<file path="src/rtl/icap_pkg.sv">
// Package: shared encodings for the input capture channel.
// Assumes: 2-bit source and polarity selects.
package icap_pkg;

    typedef enum logic [1:0] {
        SRC_NONE = 2'b00,
        SRC_OWN  = 2'b01,
        SRC_ALT  = 2'b10,
        SRC_RSVD = 2'b11
    } src_e;

    typedef enum logic [1:0] {
        POL_RISE  = 2'b00,
        POL_FALL  = 2'b01,
        POL_ANY   = 2'b10,
        POL_ANY_B = 2'b11
    } pol_e;

    // True when the source select routes a real pin into the channel.
    function automatic logic src_active(input logic [1:0] sel);
        return (sel == SRC_OWN) || (sel == SRC_ALT);
    endfunction

    // True when rising edges qualify under the polarity select.
    function automatic logic pol_takes_rise(input logic [1:0] sel);
        return (sel == POL_RISE) || sel[1];
    endfunction

    // True when falling edges qualify under the polarity select.
    function automatic logic pol_takes_fall(input logic [1:0] sel);
        return (sel == POL_FALL) || sel[1];
    endfunction

endpackage

</file>
<file path="src/rtl/icap_input_filter.sv">
// Module: icap_input_filter
// Brings an asynchronous pin into the clock domain through a synchronizer
// chain, then passes a level change only after it has held for
// filt_len+1 consecutive clocks.
// Assumes: SYNC_STAGES >= 1; filt_len is static while the input is active.
module icap_input_filter #(
    parameter int SYNC_STAGES = 2,
    parameter int FILT_W      = 4
) (
    input  logic              clk,
    input  logic              rst_n,
    input  logic              pin_async,
    input  logic [FILT_W-1:0] filt_len,
    output logic              filt_lvl
);

    logic [SYNC_STAGES-1:0] sync_q;
    logic                   sync_lvl;
    logic [FILT_W-1:0]      run_q;
    logic                   lvl_q;

    generate
        if (SYNC_STAGES == 1) begin : g_sync_one
            // Single-stage capture of the pin.
            always_ff @(posedge clk) begin
                if (!rst_n) sync_q <= '0;
                else        sync_q <= pin_async;
            end
        end else begin : g_sync_chain
            // Shift the pin through the synchronizer chain.
            always_ff @(posedge clk) begin
                if (!rst_n) sync_q <= '0;
                else        sync_q <= {sync_q[SYNC_STAGES-2:0], pin_async};
            end
        end
    endgenerate

    assign sync_lvl = sync_q[SYNC_STAGES-1];

    // Count consecutive disagreeing samples; adopt the new level on the last one.
    always_ff @(posedge clk) begin
        if (!rst_n) begin
            run_q <= '0;
            lvl_q <= 1'b0;
        end else if (sync_lvl == lvl_q) begin
            run_q <= '0;
        end else if (run_q >= filt_len) begin
            lvl_q <= sync_lvl;
            run_q <= '0;
        end else begin
            run_q <= run_q + 1'b1;
        end
    end

    assign filt_lvl = lvl_q;

endmodule

</file>
<file path="src/rtl/icap_edge_qual.sv">
// Module: icap_edge_qual
// Detects edges of the filtered level, keeps those that match the polarity
// select, and registers them into a one-clock trigger pulse.
// Assumes: filt_lvl is already synchronous to clk.
module icap_edge_qual
    import icap_pkg::*;
(
    input  logic       clk,
    input  logic       rst_n,
    input  logic       filt_lvl,
    input  logic [1:0] pol_sel,
    input  logic       active,
    output logic       edge_hit,
    output logic       trig_pulse
);

    logic prev_q;
    logic rise_w;
    logic fall_w;

    // Remember the previous filtered level.
    always_ff @(posedge clk) begin
        if (!rst_n) prev_q <= 1'b0;
        else        prev_q <= filt_lvl;
    end

    assign rise_w   = filt_lvl & ~prev_q;
    assign fall_w   = ~filt_lvl & prev_q;
    assign edge_hit = active & ((rise_w & pol_takes_rise(pol_sel)) |
                                (fall_w & pol_takes_fall(pol_sel)));

    // Register the qualified edge as the trigger output.
    always_ff @(posedge clk) begin
        if (!rst_n) trig_pulse <= 1'b0;
        else        trig_pulse <= edge_hit;
    end

endmodule

</file>
<file path="src/rtl/icap_edge_prescaler.sv">
// Module: icap_edge_prescaler
// Lets through one of every 2**psc_sel qualified edges as a capture command.
// The edge count restarts whenever capture is off.
// Assumes: psc_sel changes only while capture is off.
module icap_edge_prescaler #(
    parameter int PSC_W = 2
) (
    input  logic             clk,
    input  logic             rst_n,
    input  logic             edge_hit,
    input  logic             cap_on,
    input  logic [PSC_W-1:0] psc_sel,
    output logic             cap_fire
);

    localparam int CNT_BITS = (2 ** PSC_W) - 1;

    logic [CNT_BITS-1:0] cnt_q;
    logic [CNT_BITS-1:0] limit;

    // Build the terminal count 2**psc_sel - 1 as a thermometer mask.
    always_comb begin
        for (int i = 0; i < CNT_BITS; i++) begin
            limit[i] = (i < int'(psc_sel));
        end
    end

    assign cap_fire = edge_hit & cap_on & (cnt_q >= limit);

    // Advance the edge count, wrapping on a capture, clearing while off.
    always_ff @(posedge clk) begin
        if (!rst_n || !cap_on) cnt_q <= '0;
        else if (cap_fire)     cnt_q <= '0;
        else if (edge_hit)     cnt_q <= cnt_q + 1'b1;
    end

endmodule

</file>
<file path="src/rtl/icap_capture_store.sv">
// Module: icap_capture_store
// Holds the counter in a shadow stage on a capture command. On the next clock
// it moves the value into the visible register and updates the flags.
// Assumes: cnt_val is synchronous to clk.
module icap_capture_store #(
    parameter int CNT_W = 16
) (
    input  logic             clk,
    input  logic             rst_n,
    input  logic             cap_fire,
    input  logic [CNT_W-1:0] cnt_val,
    input  logic             flag_clr,
    output logic [CNT_W-1:0] cap_val,
    output logic             cap_flag,
    output logic             ovr_flag
);

    logic [CNT_W-1:0] shadow_q;
    logic             xfer_q;

    // Latch the counter into the shadow stage on a capture command.
    always_ff @(posedge clk) begin
        if (!rst_n) begin
            shadow_q <= '0;
            xfer_q   <= 1'b0;
        end else begin
            xfer_q <= cap_fire;
            if (cap_fire) shadow_q <= cnt_val;
        end
    end

    // Move the shadow value into the visible register.
    always_ff @(posedge clk) begin
        if (!rst_n)      cap_val <= '0;
        else if (xfer_q) cap_val <= shadow_q;
    end

    // Update the capture and overcapture flags; a transfer beats a clear.
    always_ff @(posedge clk) begin
        if (!rst_n) begin
            cap_flag <= 1'b0;
            ovr_flag <= 1'b0;
        end else begin
            if (xfer_q)        cap_flag <= 1'b1;
            else if (flag_clr) cap_flag <= 1'b0;

            if (xfer_q && cap_flag && !flag_clr) ovr_flag <= 1'b1;
            else if (flag_clr)                   ovr_flag <= 1'b0;
        end
    end

endmodule

</file>
<file path="src/rtl/icap_channel.sv">
// Module: icap_channel (top)
// Input capture channel front end: source select, synchronizer and filter,
// polarity edge qualifier, trigger output, edge prescaler and shadowed capture.
// Assumes: configuration changes only while the selected pin is quiet.
module icap_channel
    import icap_pkg::*;
#(
    parameter int CNT_W       = 16,
    parameter int FILT_W      = 4,
    parameter int PSC_W       = 2,
    parameter int SYNC_STAGES = 2
) (
    input  logic              clk,
    input  logic              rst_n,
    input  logic              pin_own,
    input  logic              pin_alt,
    input  logic [1:0]        src_sel,
    input  logic [1:0]        pol_sel,
    input  logic [FILT_W-1:0] filt_len,
    input  logic [PSC_W-1:0]  psc_sel,
    input  logic              cap_en,
    input  logic              flag_clr,
    input  logic [CNT_W-1:0]  cnt_val,
    output logic              trig_out,
    output logic [CNT_W-1:0]  cap_val,
    output logic              cap_flag,
    output logic              ovr_flag
);

    logic sel_pin;
    logic active;
    logic cap_on;
    logic filt_lvl;
    logic edge_hit;
    logic cap_fire;

    // Route the chosen pin; an inactive source reads as constant low.
    always_comb begin
        unique case (src_sel)
            SRC_OWN: sel_pin = pin_own;
            SRC_ALT: sel_pin = pin_alt;
            default: sel_pin = 1'b0;
        endcase
    end

    assign active = src_active(src_sel);
    assign cap_on = cap_en & active;

    icap_input_filter #(
        .SYNC_STAGES (SYNC_STAGES),
        .FILT_W      (FILT_W)
    ) u_filter (
        .clk       (clk),
        .rst_n     (rst_n),
        .pin_async (sel_pin),
        .filt_len  (filt_len),
        .filt_lvl  (filt_lvl)
    );

    icap_edge_qual u_edge (
        .clk        (clk),
        .rst_n      (rst_n),
        .filt_lvl   (filt_lvl),
        .pol_sel    (pol_sel),
        .active     (active),
        .edge_hit   (edge_hit),
        .trig_pulse (trig_out)
    );

    icap_edge_prescaler #(
        .PSC_W (PSC_W)
    ) u_psc (
        .clk      (clk),
        .rst_n    (rst_n),
        .edge_hit (edge_hit),
        .cap_on   (cap_on),
        .psc_sel  (psc_sel),
        .cap_fire (cap_fire)
    );

    icap_capture_store #(
        .CNT_W (CNT_W)
    ) u_store (
        .clk      (clk),
        .rst_n    (rst_n),
        .cap_fire (cap_fire),
        .cnt_val  (cnt_val),
        .flag_clr (flag_clr),
        .cap_val  (cap_val),
        .cap_flag (cap_flag),
        .ovr_flag (ovr_flag)
    );

endmodule

</file>
<file path="config.mk">
export PLATFORM = sky130hd
export DESIGN_NAME = icap_channel
export DESIGN_NICKNAME = d
export VERILOG_FILES = /design/src/rtl/icap_pkg.sv /design/src/rtl/icap_input_filter.sv /design/src/rtl/icap_edge_qual.sv /design/src/rtl/icap_edge_prescaler.sv /design/src/rtl/icap_capture_store.sv /design/src/rtl/icap_channel.sv
export SDC_FILE = /design/constraint.sdc
export NUM_CORES = 1
export LEC_CHECK = 0
export BUFFER_PORTS_ARGS = -buffer_cell sky130_fd_sc_hd__buf_2
export CAP_MARGIN = 20
export CORE_MARGIN = 2
export CORE_UTILIZATION = 56
export CTS_CLUSTER_DIAMETER = 150
export CTS_CLUSTER_SIZE = 8
export DETAILED_ROUTE_END_ITERATION = 16
export PLACE_DENSITY = 0.79
export SLEW_MARGIN = 10
export SYNTH_ARGS = -nofsm -noshare
export SYNTH_HDL_FRONTEND = slang
export SYNTH_SLANG_ARGS = --single-unit
</file>
<file path="constraint.sdc">
create_clock -name clk -period 3.4 [get_ports clk]
set_clock_uncertainty 0.15 [all_clocks]
set_input_delay 0.51 -clock clk [delete_from_list [all_inputs] [get_ports clk]]
set_output_delay 0.51 -clock clk [all_outputs]
set_load 0.01 [all_outputs]
</file>
== Word-level counts from Yosys, hierarchy flattened ==
Index checks and enable logic that the tools add are counted.

* Register bits: 47
* Input bits: 32
* Output and inout bits: 19
* Logic and storage cells: 54

* $add $sub $neg: 2
* Magnitude comparators: 5
* Equality and inequality tests: 4
* Muxes and demuxes: 4
* Bitwise operators: 13
* Reduce and logical (&&, ||, !) cells: 15

{| class="wikitable"
|+ Operator list
! kind !! count
|-
| 1-bit bitwise AND || 8
|-
| 4-bit by 1-bit adder with 4-bit output, second input constant || 1
|-
| 2-bit by 1-bit equality test with 1-bit output, second input constant || 2
|-
| 4-bit >= comparator || 1
|-
| 1-bit logical OR || 4
|-
| 1-bit by 2-bit < comparator with 1-bit output, first input constant || 2
|-
| 1-bit NOT || 4
|-
| 2-bit nonzero test || 2
|-
| 3-bit by 1-bit adder with 3-bit output, second input constant || 1
|-
| 3-bit >= comparator || 1
|-
| 1-bit logical NOT || 3
|-
| 1-bit two-way mux || 3
|-
| 3-bit OR reduction || 1
|-
| 2-bit equality test, second input constant || 1
|-
| 1-bit logical AND || 2
|-
| 2-bit logical NOT || 1
|-
| 2-bit < comparator, first input constant || 1
|-
| 1-bit one-hot mux with 2 select lines || 1
|-
| 2-bit AND reduction || 1
|-
| 2-bit OR reduction || 1
|-
| 1-bit equality test || 1
|-
| 1-bit bitwise OR || 1
|}

== Depth between registers and ports, before layout ==
* Depth in word-level cells: 8
* Mapped depth: 8
* Depth with buffers taken out: 6

== Cells and area by module ==
From an unflattened synthesis, not the netlist that was laid out.

* Cell total of the unflattened synthesis: 193
* Area total of the unflattened synthesis: 2117.0 um^2

{| class="wikitable"
|+ Modules (own cells, without submodules)
! module !! times used !! cells an instance !! area an instance (um^2) !! seq. area each (um^2)
|-
| icap_capture_store || 1 || 111 || 1336.3 || 700.7
|-
| icap_input_filter || 1 || 35 || 364.1 || 140.1
|-
| icap_edge_prescaler || 1 || 29 || 261.5 || 60.1
|-
| icap_edge_qual || 1 || 10 || 101.3 || 40.0
|-
| icap_channel || 1 || 8 || 53.8 || 0.0
|}

== Worst setup path after synthesis ==
No wires, ideal clock.

* Path kind: input-to-reg
* From: in psc_sel[1]
* To: reg u_store.shadow_q[10]
* Setup time: 72 ps
* Arrival time: 2048 ps
* Data required time: 3178 ps
* Slack: 1130 ps
* Stages: 8
* Buffers on the path: 2
* Cells stage by stage: or2_2 ha_1 nand2b_1 a31oi_4 nor4b_2 buf_6 buf_8 mux2i_1

* Longest elaborated chain between the ends: 3
* Elaborated cells on any way between the ends: 5
* Those cells by class: 4 x order compare; 1 x bitwise

{| class="wikitable"
|+ RTL lines
! element !! line !! text
|-
| from (decl) || icap_channel.sv:20 || <nowiki>input logic [PSC_W-1:0] psc_sel,</nowiki>
|-
| 1-bit by 2-bit < comparator with 1-bit output or 2-bit < comparator (tied branches) || icap_edge_prescaler.sv:24 || <nowiki>limit[i] = (i < int'(psc_sel));</nowiki>
|-
| 3-bit >= comparator (*) || icap_edge_prescaler.sv:28 || <nowiki>assign cap_fire = edge_hit & cap_on & (cnt_q >= limit);</nowiki>
|-
| 1-bit bitwise AND (*) || icap_edge_prescaler.sv:28 ||
|-
| to (signal assigned) || icap_capture_store.sv:28 || <nowiki>if (cap_fire) shadow_q <= cnt_val;</nowiki>
|-
| to (decl) || icap_capture_store.sv:18 || <nowiki>logic [CNT_W-1:0] shadow_q;</nowiki>
|}

Every way passes the cells marked *; elsewhere a longest branch is shown, timed or not.
A chain may end at the register's enable or synchronous reset.

== Final worst setup path ==
* From: in psc_sel[1]
* To: reg u_store.shadow_q[7]

The elaborated chain is that of the path after synthesis.

==> summary.md <==
| Metric | Value |
|---|---|
| Worst setup EP type | flop |
| H-tree level count | 2 |
| Routed via count | 1523 |
| TritonRoute pass-1 iters | 4 |
| Post-CTS setup buffers | 0 |
| Clk sinks | 47 |
| EDFF count, synth | 0 |
| Largest net degree at the start of global routing | 34 |
| Die Y | 64.61 um |
| Initial antenna violation count | 0 |
| Peak VDD IR | around 0.00027 V |
| DR DRC count | 0 |
| Reg2reg setup slack | 1.40 ns |
| Area grow syn2layout | 17.34% |
| Period utilisation layout | a little under two thirds |
| CP Buf/Inv Count | 2 |
| Worst Setup Path Type | input port to flop |
| Yosys warns | 0 |
| Post-CTS resize count | 0 |
| Syn_area_per_cell | around 9.9 um^2 |
| WP data arrival | between 2 and 2.5 ns |
| P_leak | 1.020 nW |
| CTS buffer count | 5 |
| Setup TNS | 0 ns |
| Cells after Synth | roughly 210 |
| Boundary pin count | between 50 and 60 |
| CP Cell Sequence | buf_2 -> or2_2 -> ha_1 -> nand2b_1 -> a31oi_4 -> nor4b_4 -> buf_4 -> mux2i_1 |
| CTS tree | yes |
| Min-delay src | flag_clr |
| DP HPWL | around 2.5 mm |
| Final setup margin | ~1.2 ns |
| HP Class | input port to flop |
| Post-route ant nets | 0 |
| Critical Path Stages | 8 |
| First-pass GRT wire length | just under 6 mm |
| Clock Latency Late Sink | between 0.2 and 0.3 ns |
| R2r startpoint | u_psc.cnt_q[0] |
| GRT Overall Usage | a little under a fifth |
| Outcome | completed |
| Die ar. | between 4000 and 5000 um^2 |
| Max Fclk | about 460 MHz |
| Hold-fix buffers at CTS | 0 |
| Worst Tran Pin Value | about 1.0 ns |
| Critical path's top delay family | simple AND/OR/NAND/NOR gates |
| Final hold violations | 0 |
| DR WL/cell | 11.17 um |
| Root Driver | clkbuf_8 |
| Worst Hold End | u_store.ovr_flag |
| Worst path required time | roughly 3.5 ns |
| Core area | about 3600 um^2 |
| Commonest non-fill, non-tap cell in the layout | buf_2 |
| Post-Syn Area | ~2000 um^2 |
| Non-Filler Instances | 306 |
| Slew headroom | ~32% |
| Nets | 300 |
| Max-slew violations | 0 |
| Top fanout value on the critical path | 17 |
| FF+latch count, synth | 47 |
| Worst Hold Depth | 2 |
| Initial core utilization | between 50% and 60% |
| Initial drt markers | 55 |
| Final WL | roughly 3.4 mm |
| GP Congestion | between 0.7 and 0.8 |
| Most frequent cells in the layout | 50 x buf_2, 47 x dfxtp_1, 36 x nand2_1, 33 x mux2i_1, 17 x nor2b_1 |
| Max-cap violations | 0 |
| Post-place setup slack | 0.9113 ns |
| Pwr/cell area | 380.3 nW/um^2 |
| Share of cells above drive strength 1 | between 20% and 30% |
| Worst-case clock buffer depth | 2 |
| DIE WIDTH | 64.61 um |
| Min Tclk post-route | between 2 and 2.5 ns |
| Reg2Reg Capture Point | u_psc.cnt_q[2] |
| Slowest stage delay, CP | around 0.31 ns |
| Yosys cell types | 33 |
| Startpoint types | input port |
| Std-Cell Rows | 22 |
| Top_reg_cell synth | dfxtp_1 |
| FFs w/ async S/R, synth | 0% |
| Vias in the first global route | approximately 1.4k |
| IO Port Bufs | 50 |
| Unrepaired setup endpoints after global routing | false |
| Syn Nets | ~250 |
| Ant diodes | 0 |
| Crit path max-delay cell type | buf_4 |
| Grt total ovfl | 0 |
| Reg clk slew, reported paths | around 0.08 ns |
| Placed Cells | about 300 |
| DR vias/cell | about 5 |
| # setup viols final | 0 |
| Sequential area share after synthesis | 45.74% |
| Reg2Reg Depth | 6 |
-- cell families after synthesis --
family	count (synthesis)	synth area share (%)
AOI/OAI and AO/OA	17	5.961
muxes	33	16.06
xor gates and xnor gates	3	1.278
adders and majority gates	11	6.691
DFF	47	45.74
and+or+nand+nor	77	19.59
buffers and inverters	20	4.684
-- final cells by class --
type | count | area (um^2)
clock buffer | 7 | 76.32
fill | 327 | 1192
clock inverter | 1 | 5.005
multi-input combinational | 141 | 1028
timing repair buffer | 52 | 265.3
tap | 48 | 60.06
inverter | 10 | 37.54
sequential | 47 | 940.9
-- power breakdown --
part	switching [mW]	internal (mW)
logic	0.0294	0.0284
registers	0.000486	0.551
clock network	0.165	0.144
total	0.194	0.723
-- registers in the layout (all words and copies together) (netlist names) --
signal and count:
u_filter.run_q 4, u_store.ovr_flag 1, u_edge.prev_q 1, u_filter.sync_q 2
u_edge.trig_pulse 1, u_store.cap_val 16, u_psc.cnt_q 3, u_store.shadow_q 16
u_store.xfer_q 1, u_store.cap_flag 1, u_filter.filt_lvl 1
-- synth_stat cells (2+ instances only) --
library cell	count	share of area, %
and2_1	3	0.91
buf_2	2	0.49
xor2_1	2	0.85
nand2b_1	4	1.2
o21ai_0	5	1.2
clkbuf_1	6	1.1
or4b_1	2	0.97
a21oi_1	5	1.2
ha_1	11	6.7
mux2i_1	33	16
inv_1	10	1.8
nor2b_1	17	5.2
nand3b_1	2	0.73
nor2_1	6	1.1
dfxtp_1	47	46
nand2_1	36	6.6
-- metal layers --
metal,track usage [%],wire length [um]
met5,0,0
met4,4.787,34
met3,5.903,153
met2,30.99,1661
met1,22.58,1568
-- worst max-delay path by stage --
stage                          start  slack, ns                    to
after floorplan           psc_sel[1]       1.13  u_store.shadow_q[10]
after global placement    psc_sel[1]       0.98  u_store.shadow_q[11]
after detailed placement  psc_sel[1]       0.91        u_psc.cnt_q[2]
after CTS                 psc_sel[1]       1.22   u_store.shadow_q[7]
after global routing      psc_sel[1]       1.15   u_store.shadow_q[7]
final                     psc_sel[1]       1.23   u_store.shadow_q[7]
-- stage by stage --
stage	hold slack, ns	util [%]	power (mW)	instance area, um^2
after floorplan	0.2619	-	0.5969	2057
after detailed placement	0.2756	64.68	0.6224	2332
after global placement	0.2747	64.68	0.6213	2332
after global routing	0.2471	66.93	0.9676	2414
after CTS	0.2438	66.93	0.9299	2414
final	0.2554	66.93	0.9178	2414
(Power assumes the default switching activity.)
